File: src/rtl/cfg_seq_pkg.sv
package cfg_seq_pkg;

    localparam int WORD_W = 16;
    localparam int OP_W   = 4;
    localparam int ARG_W  = WORD_W - OP_W;

    typedef enum logic [OP_W-1:0] {
        OP_ROW   = 4'h1,
        OP_COL   = 4'h2,
        OP_OUTC  = 4'h3,
        OP_INC   = 4'h4,
        OP_SWB   = 4'h5,
        OP_MASK  = 4'h6,
        OP_DESEL = 4'h7,
        OP_START = 4'h8
    } opcode_e;

    typedef enum logic [1:0] {
        CH_OUTC = 2'd0,
        CH_INC  = 2'd1,
        CH_SWB  = 2'd2,
        CH_MASK = 2'd3
    } chain_e;

    typedef enum logic [3:0] {
        S_IDLE, S_FETCH, S_EXEC, S_LOAD, S_LATCH,
        S_LO, S_HI, S_END, S_RST
    } state_e;

    typedef struct packed {
        logic [OP_W-1:0]  op;
        logic [ARG_W-1:0] arg;
    } instr_t;

    function automatic logic is_shift_op(input logic [OP_W-1:0] op);
        return (op == OP_OUTC) || (op == OP_INC) || (op == OP_SWB);
    endfunction

    function automatic chain_e chain_of(input logic [OP_W-1:0] op);
        case (op)
            OP_OUTC: return CH_OUTC;
            OP_INC:  return CH_INC;
            OP_SWB:  return CH_SWB;
            default: return CH_MASK;
        endcase
    endfunction

endpackage

File: src/rtl/cfg_sel_dec.sv
module cfg_sel_dec #(
    parameter int LINES = 10,
    parameter int IDX_W = 12
) (
    input  logic             en,
    input  logic [IDX_W-1:0] idx,
    output logic [LINES-1:0] sel
);
    for (genvar i = 0; i < LINES; i++) begin : g_line
        assign sel[i] = en && (idx == IDX_W'(i));
    end
endmodule

File: src/rtl/cfg_shift_unit.sv
module cfg_shift_unit #(
    parameter int W     = 16,
    parameter int CNT_W = 12
) (
    input  logic             clk,
    input  logic             rst,
    input  logic             ld_cnt,
    input  logic [CNT_W-1:0] cnt_in,
    input  logic             ld_single,
    input  logic             single_bit,
    input  logic             ld_word,
    input  logic [W-1:0]     word_in,
    input  logic             drive_lo,
    input  logic             drive_hi,
    input  logic             park,
    output logic             cfg_clk,
    output logic             cfg_data,
    output logic             last_bit,
    output logic             word_end
);
    localparam int POS_W = $clog2(W);

    logic [W-1:0]     sh_q;
    logic [CNT_W-1:0] left_q;
    logic [POS_W-1:0] pos_q;

    always_ff @(posedge clk) begin
        if (rst) begin
            sh_q     <= '0;
            left_q   <= '0;
            pos_q    <= '0;
            cfg_clk  <= 1'b0;
            cfg_data <= 1'b0;
        end else begin
            if (ld_cnt) begin
                left_q <= cnt_in;
                pos_q  <= '0;
            end
            if (ld_single) begin
                sh_q   <= {single_bit, {(W-1){1'b0}}};
                left_q <= CNT_W'(1);
                pos_q  <= '0;
            end
            if (ld_word) begin
                sh_q  <= word_in;
                pos_q <= '0;
            end
            if (drive_lo) begin
                cfg_data <= sh_q[W-1];
                cfg_clk  <= 1'b0;
            end
            if (drive_hi) begin
                cfg_clk <= 1'b1;
                sh_q    <= sh_q << 1;
                left_q  <= left_q - CNT_W'(1);
                pos_q   <= pos_q + POS_W'(1);
            end
            if (park) begin
                cfg_clk <= 1'b0;
            end
        end
    end

    assign last_bit = (left_q == CNT_W'(1));
    assign word_end = (pos_q == POS_W'(W-1));
endmodule

File: src/rtl/cfg_seq_fsm.sv
module cfg_seq_fsm
    import cfg_seq_pkg::*;
#(
    parameter int ADDR_W  = 8,
    parameter int RST_CYC = 2
) (
    input  logic              clk,
    input  logic              rst,
    input  logic              go,
    input  logic [WORD_W-1:0] mem_rdata,
    input  logic              last_bit,
    input  logic              word_end,
    output logic              mem_rd_en,
    output logic [ADDR_W-1:0] mem_addr,
    output logic [ARG_W-1:0]  row_idx,
    output logic [ARG_W-1:0]  col_idx,
    output logic              sel_on,
    output logic [1:0]        chain_sel,
    output logic              out_dis,
    output logic              arr_rst,
    output logic              busy,
    output logic              done,
    output logic              err,
    output logic              ld_cnt,
    output logic [ARG_W-1:0]  cnt_val,
    output logic              ld_single,
    output logic              single_bit,
    output logic              ld_word,
    output logic              drive_lo,
    output logic              drive_hi,
    output logic              park
);
    localparam int RC_W = $clog2(RST_CYC + 1);

    state_e            state_q;
    logic [ADDR_W-1:0] pc_q;
    logic [RC_W-1:0]   rcnt_q;
    chain_e            chain_q;
    instr_t            ins;

    assign ins = instr_t'(mem_rdata);

    always_comb begin
        mem_rd_en  = (state_q == S_FETCH) || (state_q == S_LOAD);
        mem_addr   = pc_q;
        busy       = (state_q != S_IDLE);
        chain_sel  = chain_q;
        out_dis    = (state_q inside {S_LOAD, S_LATCH, S_LO, S_HI, S_END})
                     && (chain_q != CH_MASK);
        ld_cnt     = (state_q == S_EXEC) && is_shift_op(ins.op);
        cnt_val    = ins.arg;
        ld_single  = (state_q == S_EXEC) && (ins.op == OP_MASK);
        single_bit = ins.arg[0];
        ld_word    = (state_q == S_LATCH);
        drive_lo   = (state_q == S_LO);
        drive_hi   = (state_q == S_HI);
        park       = (state_q == S_END)
                     || ((state_q == S_EXEC) && (ins.op == OP_DESEL));
    end

    always_ff @(posedge clk) begin
        if (rst) begin
            state_q <= S_IDLE;
            pc_q    <= '0;
            rcnt_q  <= '0;
            chain_q <= CH_OUTC;
            row_idx <= '0;
            col_idx <= '0;
            sel_on  <= 1'b0;
            arr_rst <= 1'b0;
            done    <= 1'b0;
            err     <= 1'b0;
        end else begin
            case (state_q)
                S_IDLE: begin
                    if (go) begin
                        pc_q    <= '0;
                        done    <= 1'b0;
                        err     <= 1'b0;
                        state_q <= S_FETCH;
                    end
                end
                S_FETCH: begin
                    pc_q    <= pc_q + ADDR_W'(1);
                    state_q <= S_EXEC;
                end
                S_EXEC: begin
                    case (ins.op)
                        OP_ROW: begin
                            row_idx <= ins.arg;
                            sel_on  <= 1'b1;
                            state_q <= S_FETCH;
                        end
                        OP_COL: begin
                            col_idx <= ins.arg;
                            sel_on  <= 1'b1;
                            state_q <= S_FETCH;
                        end
                        OP_OUTC, OP_INC, OP_SWB: begin
                            chain_q <= chain_of(ins.op);
                            state_q <= (ins.arg == '0) ? S_FETCH : S_LOAD;
                        end
                        OP_MASK: begin
                            chain_q <= CH_MASK;
                            state_q <= S_LO;
                        end
                        OP_DESEL: begin
                            sel_on  <= 1'b0;
                            state_q <= S_FETCH;
                        end
                        OP_START: begin
                            arr_rst <= 1'b1;
                            rcnt_q  <= '0;
                            state_q <= S_RST;
                        end
                        default: begin
                            err     <= 1'b1;
                            state_q <= S_IDLE;
                        end
                    endcase
                end
                S_LOAD: begin
                    pc_q    <= pc_q + ADDR_W'(1);
                    state_q <= S_LATCH;
                end
                S_LATCH: state_q <= S_LO;
                S_LO:    state_q <= S_HI;
                S_HI: begin
                    if (last_bit)      state_q <= S_END;
                    else if (word_end) state_q <= S_LOAD;
                    else               state_q <= S_LO;
                end
                S_END: state_q <= S_FETCH;
                S_RST: begin
                    if (rcnt_q == RC_W'(RST_CYC - 1)) begin
                        arr_rst <= 1'b0;
                        done    <= 1'b1;
                        state_q <= S_IDLE;
                    end else begin
                        rcnt_q <= rcnt_q + RC_W'(1);
                    end
                end
                default: state_q <= S_IDLE;
            endcase
        end
    end
endmodule

File: src/rtl/cfg_seq_ctrl.sv
module cfg_seq_ctrl
    import cfg_seq_pkg::*;
#(
    parameter int N_GRID  = 8,
    parameter int ADDR_W  = 8,
    parameter int RST_CYC = 2,
    localparam int SEL_N  = N_GRID + 2
) (
    input  logic              clk,
    input  logic              rst,
    input  logic              go,
    input  logic [15:0]       mem_rdata,
    output logic              mem_rd_en,
    output logic [ADDR_W-1:0] mem_addr,
    output logic [SEL_N-1:0]  row_sel,
    output logic [SEL_N-1:0]  col_sel,
    output logic [1:0]        chain_sel,
    output logic              cfg_data,
    output logic              cfg_clk,
    output logic              out_disable,
    output logic              arr_rst,
    output logic              busy,
    output logic              done,
    output logic              err
);
    logic [ARG_W-1:0] row_idx, col_idx, cnt_val;
    logic sel_on, ld_cnt, ld_single, single_bit, ld_word;
    logic drive_lo, drive_hi, park, last_bit, word_end;

    cfg_seq_fsm #(.ADDR_W(ADDR_W), .RST_CYC(RST_CYC)) u_fsm (
        .clk(clk), .rst(rst), .go(go), .mem_rdata(mem_rdata),
        .last_bit(last_bit), .word_end(word_end),
        .mem_rd_en(mem_rd_en), .mem_addr(mem_addr),
        .row_idx(row_idx), .col_idx(col_idx), .sel_on(sel_on),
        .chain_sel(chain_sel), .out_dis(out_disable), .arr_rst(arr_rst),
        .busy(busy), .done(done), .err(err),
        .ld_cnt(ld_cnt), .cnt_val(cnt_val), .ld_single(ld_single),
        .single_bit(single_bit), .ld_word(ld_word),
        .drive_lo(drive_lo), .drive_hi(drive_hi), .park(park)
    );

    cfg_shift_unit #(.W(WORD_W), .CNT_W(ARG_W)) u_shift (
        .clk(clk), .rst(rst),
        .ld_cnt(ld_cnt), .cnt_in(cnt_val),
        .ld_single(ld_single), .single_bit(single_bit),
        .ld_word(ld_word), .word_in(mem_rdata),
        .drive_lo(drive_lo), .drive_hi(drive_hi), .park(park),
        .cfg_clk(cfg_clk), .cfg_data(cfg_data),
        .last_bit(last_bit), .word_end(word_end)
    );

    cfg_sel_dec #(.LINES(SEL_N), .IDX_W(ARG_W)) u_row_dec (
        .en(sel_on), .idx(row_idx), .sel(row_sel)
    );

    cfg_sel_dec #(.LINES(SEL_N), .IDX_W(ARG_W)) u_col_dec (
        .en(sel_on), .idx(col_idx), .sel(col_sel)
    );
endmodule

File: config.mk
export PLATFORM = sky130hd
export DESIGN_NAME = cfg_seq_ctrl
export DESIGN_NICKNAME = d
export VERILOG_FILES = /design/src/rtl/cfg_seq_pkg.sv /design/src/rtl/cfg_sel_dec.sv /design/src/rtl/cfg_shift_unit.sv /design/src/rtl/cfg_seq_fsm.sv /design/src/rtl/cfg_seq_ctrl.sv
export SDC_FILE = /design/constraint.sdc
export NUM_CORES = 1
export LEC_CHECK = 0
export CORE_ASPECT_RATIO = 1.1
export CORE_MARGIN = 3
export CORE_UTILIZATION = 45
export DETAILED_ROUTE_END_ITERATION = 16
export DONT_BUFFER_PORTS = 1
export PLACE_DENSITY = 0.64
export SETUP_SLACK_MARGIN = 0.4
export SYNTH_ARGS = -nofsm -noshare
export SYNTH_HDL_FRONTEND = slang
export SYNTH_SLANG_ARGS = --single-unit
File: constraint.sdc
create_clock -name clk -period 2.5 [get_ports clk]
set_clock_uncertainty 0.2 [all_clocks]
set_input_delay 0.75 -clock clk [delete_from_list [all_inputs] [get_ports clk]]
set_output_delay 0.75 -clock clk [all_outputs]
set_load 0.02 [all_outputs]
# Word level (Yosys, flattened, before mapping)
# Index checks and enable logic that the tools add are counted.
# Widths: inputs -> output; s select.
# word_totals
register_bits	78
latch_bits	0
ram_bits	0
romBits	0
inputBits	19
out_inout_bits	38
word_cells	160
mem_count	0
# op_classes
n_addsub	4
mul	0
n_div	0
magnitude_cmp	0
eq_ne	43
n_shift	0
n_mux	35
n_bitwise	0
reduce_logical	62
# ops
operator	n
$eq 12x3->1 const B	8
$eq 12x2->1 const B	4
$eq 12x4->1 const B	4
$mux 16	3
$eq 12x1->1 const B	3
$logic_not 12->1	3
$mux 12	3
$pmux 4 s9	1
$eq 4x3->1 const B	8
$mux 4	7
$logic_and 1x1->1	24
$eq 4x2->1 const B	4
$pmux 4 s4	1
$pmux 8 s2	1
$reduce_bool 2->1	8
$eq 4x4->1 const B	3
$reduce_and 2->1	6
$reduce_and 3->1	4
$sub 12x1->12 const B	1
$ne 2x2->1 const B	5
$add 8x1->8 const B	1
$eq 4x1->1 const B	2
$mux 8	1
$pmux 1 s2	4
17 further kinds	35

# Longest topological paths before layout
# depth
ltp_word	8
ltp_mapped	6
ltp_nobuf	6

# By module
# Synthesis repeated with hierarchy kept, for this count alone.
# hier_totals
hier_cells	502
area_unflattened_um2	4305.4
# modules_own_cells
mod	instances	cells_each	area_each_um2	seq_area_each_um2
cfg_seq_fsm	1	241	2147.1	880.8
cfg_shift_unit	1	215	1873.0	680.7
cfg_sel_dec	2	23	142.6	0.0

# Worst setup path before layout
# Ideal clock, no wire load.
# synth_timing
path_kind	reg2out
start	register u_fsm.row_idx[7]
end	output row_sel[2]
arrival_ns	1.655
setup_slack_ns	-0.105
stages_incl_launch_ff	4
cell_sequence	dfxtp_1 -> or4_1 -> or4_1 -> nor2_1
# synth_via
elab_chain_cells	2
# synth_rtl
element	line	text
from (decl)	cfg_seq_fsm.sv:15	output logic [ARG_W-1:0] row_idx,
from (signal assigned)	cfg_seq_fsm.sv:90	row_idx <= ins.arg;
$eq 12x2->1	cfg_sel_dec.sv:10	assign sel[i] = en && (idx == IDX_W'(i));
$logic_and 1x1->1	cfg_sel_dec.sv:10	
to (decl)	cfg_seq_ctrl.sv:15	output logic [SEL_N-1:0] row_sel,
# Every way passes these cells.

# Worst setup path in the final report
# layout_timing
start	register u_fsm.row_idx[10]
end	output row_sel[7]
# layout_via
elab_chain_cells	2
# layout_rtl
element	line
$eq 12x3->1	cfg_sel_dec.sv:10
$logic_and 1x1->1	cfg_sel_dec.sv:10
# Every way passes these cells.

==> metrics.csv <==
stage;metric;value;unit
layout;nNetsFinal;521;
setup_path;arrival;1.96;ns
global_route;grtUsageTotal;23.33;%
job;cap_viol_max_count;0;
power_and_ir_drop;peakVddDrop;341.6;uV
layout;diodes;0;
layout;fillCellCount;653;
synthesis;syn-instance-count;456;
clock_network;numCtsBuffers;9;
setup_path;crit_required;1.55;ns
hold_path;min-delay-start;rst;
layout;final_common_cell;dfxtp_1;
clock_network;path_clk_slew;0.08;ns
synthesis;ys_ff_latch;78;
synthesis;synth_edf_count;0;
power_and_ir_drop;leakagePower;0.001798;uW
sta;tns;-6.511;ns
global_route;grt_pass1_vias;3465;
setup_path;r2r_setup_slack;0.20;ns
placement;dpl_worst_slack;-0.03430;ns
layout;drive_above_1_share;40.04;%
sta;slew_viol_final;0;
global_route;grt_pass1_wl;17.64;mm
hold_path;hp-class;in -> reg;
placement;finalWeightedCongestion;0.7846;
sta;worstMarginPinSlew;0.4953;ns
global_route;grt_max_degree;67;
synthesis;syn_area;0.003880;mm2
sta;min_period_over_period;116.3;%
floorplan;initial_core_util;47.75;%
placement;dp_hpwl;6.962;mm
floorplan;row_count;34;
hold_path;hold_depth;1;
run_status;status;finished, violations left;
clock_network;cts_tree;yes;
setup_path;crit_type;reg -> out;
run_status;violations;setup timing;
detailed_routing;drt-initial-drc-count;296;
setup_path;cp-startpoint;u_fsm.row_idx[10];
power_and_ir_drop;power_density;478.0;mW/mm2
detailed_routing;drc;0;
synthesis;ys_types;70;
sta;rsz0062_at_grt;yes;
clock_network;postCtsHoldBufs;0;
placement;io_buffers;0;
global_route;grt_overflow;0;
global_route;antenna_found_initial;0;
synthesis;synth-main-ff-cell;dfxtp_1;
sta;max_freq;0.3441;GHz
hold_path;hold_path_end;u_shift.left_q[10];
synthesis;async_reset_ff_share;0;%
floorplan;die_w;94.54;um
setup_path;rr_endpoint;u_fsm.row_idx[9];
layout;multi_input_area;0.002829;mm2
synthesis;avgSynthCellArea;8.509;um2
power_and_ir_drop;fin_total_pwr;2554;uW
setup_path;cp_max_fo;3;
setup_path;cp-start-kind;flip-flop;
synthesis;synth_nets;480;
layout;final_cell_mix;dfxtp_1 (71), nor2_1 (48), buf_4 (35);
floorplan;core;0.008125;mm2
synthesis;yosysWarnings;0;
floorplan;ios;57;
sta;setup_viol;20;
detailed_routing;drtAntennaViolNets;0;
clock_network;clock_latency;0.36;ns
detailed_routing;routed_wl;11.54;mm
sta;relSlewSlack;66.88;%
clock_network;htreeDepth;3;
floorplan;dieArea;0.009774;mm2
sta;hold_viol;0;
clock_network;clockBufferDepth;2;
floorplan;fp.dieH;103.4;um
sta;worst_slack;-0.4065;ns
layout;seq_area;0.001573;mm2
setup_path;regToRegStartpoint;u_fsm.state_q[3];
detailed_routing;wire_per_inst;18.92;um
layout;post-route-util;65.75;%
layout;area_delta_synth_final;37.70;%
sta;period_needed;2.907;ns
synthesis;yosysSeqAreaShare;40.25;%
clock_network;clkSinkCount;78;
clock_network;cts_root_buf;clkbuf_8;
detailed_routing;first_pass_iters;5;
setup_path;crit_path_end_kind;output port;
detailed_routing;dr_total_vias;3772;
setup_path;reg2reg_depth;7;
detailed_routing;via_per_inst;6.184;
==> where the power goes <==
part / switching, uW / internal [uW]
Sequential: 21.0 / 1260
Clock: 465 / 561
Combinational: 132 / 120
==> layout make-up <==
type | count | area share [%]
Sequential cell | 78 | 29.44
Timing Repair Buffer | 56 | 10.02
Clock buffer | 10 | 2.389
Multi-Input combinational cell | 337 | 52.95
Tap cell | 108 | 2.529
Clock inverter | 6 | 1.616
Inverter | 15 | 1.054
==> state kept, by name, indices dropped and copies added (netlist names) <==
signal,count
u_shift.left_q,12
u_fsm.err,1
u_fsm.row_idx,12
u_fsm.sel_on,1
u_fsm.mem_addr,8
u_fsm.done,1
u_fsm.rcnt_q,2
u_fsm.chain_sel,2
u_fsm.state_q,4
u_shift.cfg_data,1
u_shift.pos_q,4
u_shift.cfg_clk,1
u_shift.sh_q,16
u_fsm.col_idx,12
u_fsm.arr_rst,1
==> worst max path at each step <==
stage / endpoint / cells past startpoint
6_report: row_sel[7] / 3
3_5_place_dp: row_sel[7] / 3
5_1_grt: col_sel[6] / 3
3_3_place_gp: row_sel[7] / 3
2_1_floorplan: row_sel[6] / 3
4_1_cts: row_sel[7] / 3
==> critical path, stage by stage, from the launching register on <==
cell	delay, ns
dfxtp_1	0.32
or4_4	0.55
or4_4	0.57
nor2_4	0.17
==> synth_stat cells (7+ instances only) <==
cell	number	area share, %
a211oi_1	8	1.5
a21oi_1	36	4.6
a222oi_1	14	3.6
buf_2	8	1.0
clkbuf_1	14	1.4
dfxtp_1	78	40
inv_1	15	1.5
mux2i_1	14	3.6
nand2_1	33	3.2
nand3_1	16	2.1
nor2_1	72	7.0
nor3_1	9	1.2
o21ai_0	11	1.4
or3_1	7	1.1
or4_1	12	2.3
==> kinds of logic after synthesis <==
kind of cell | count (synthesis) | share of synthesized area [%]
XOR/XNOR | 7 | 1.580
adder cells (fa/ha/maj) | 5 | 1.612
AO/OA/AOI/OAI | 114 | 21.51
AND/OR/NAND/NOR | 194 | 26.44
flip-flops | 78 | 40.25
buffers and inverters | 43 | 4.708
multiplexers | 15 | 3.902
==> repair_timing <==
item,4_1_cts,5_1_grt
endpoints found under the setup margin,51,79
gates cloned,3,1
pin swaps,42,46
resized for setup,59,70
setup buffers,14,11
==> metrics by stage <==
stage / area [um2] / cells / hold WS [ns]
final: 5343 / 610 / 0.2578
after detailed placement: 4364 / 565 / 0.2396
after global placement: 4364 / 565 / 0.2341
after floorplan: 4154 / 456 / 0.2312
after global routing: 5343 / 610 / 0.2254
after CTS: 4947 / 598 / 0.2416
==> layer usage <==
metal	part of all wire (%)	vias up	wire length [um]	global-route usage, %
li1	-	1793	-	-
met1	40	1802	4636	28.85
met2	50	148	5752	38.54
met3	7.4	29	849	6.512
met4	2.7	0	306	9.545
met5	0	-	0	0
(Power assumes the default switching activity.)
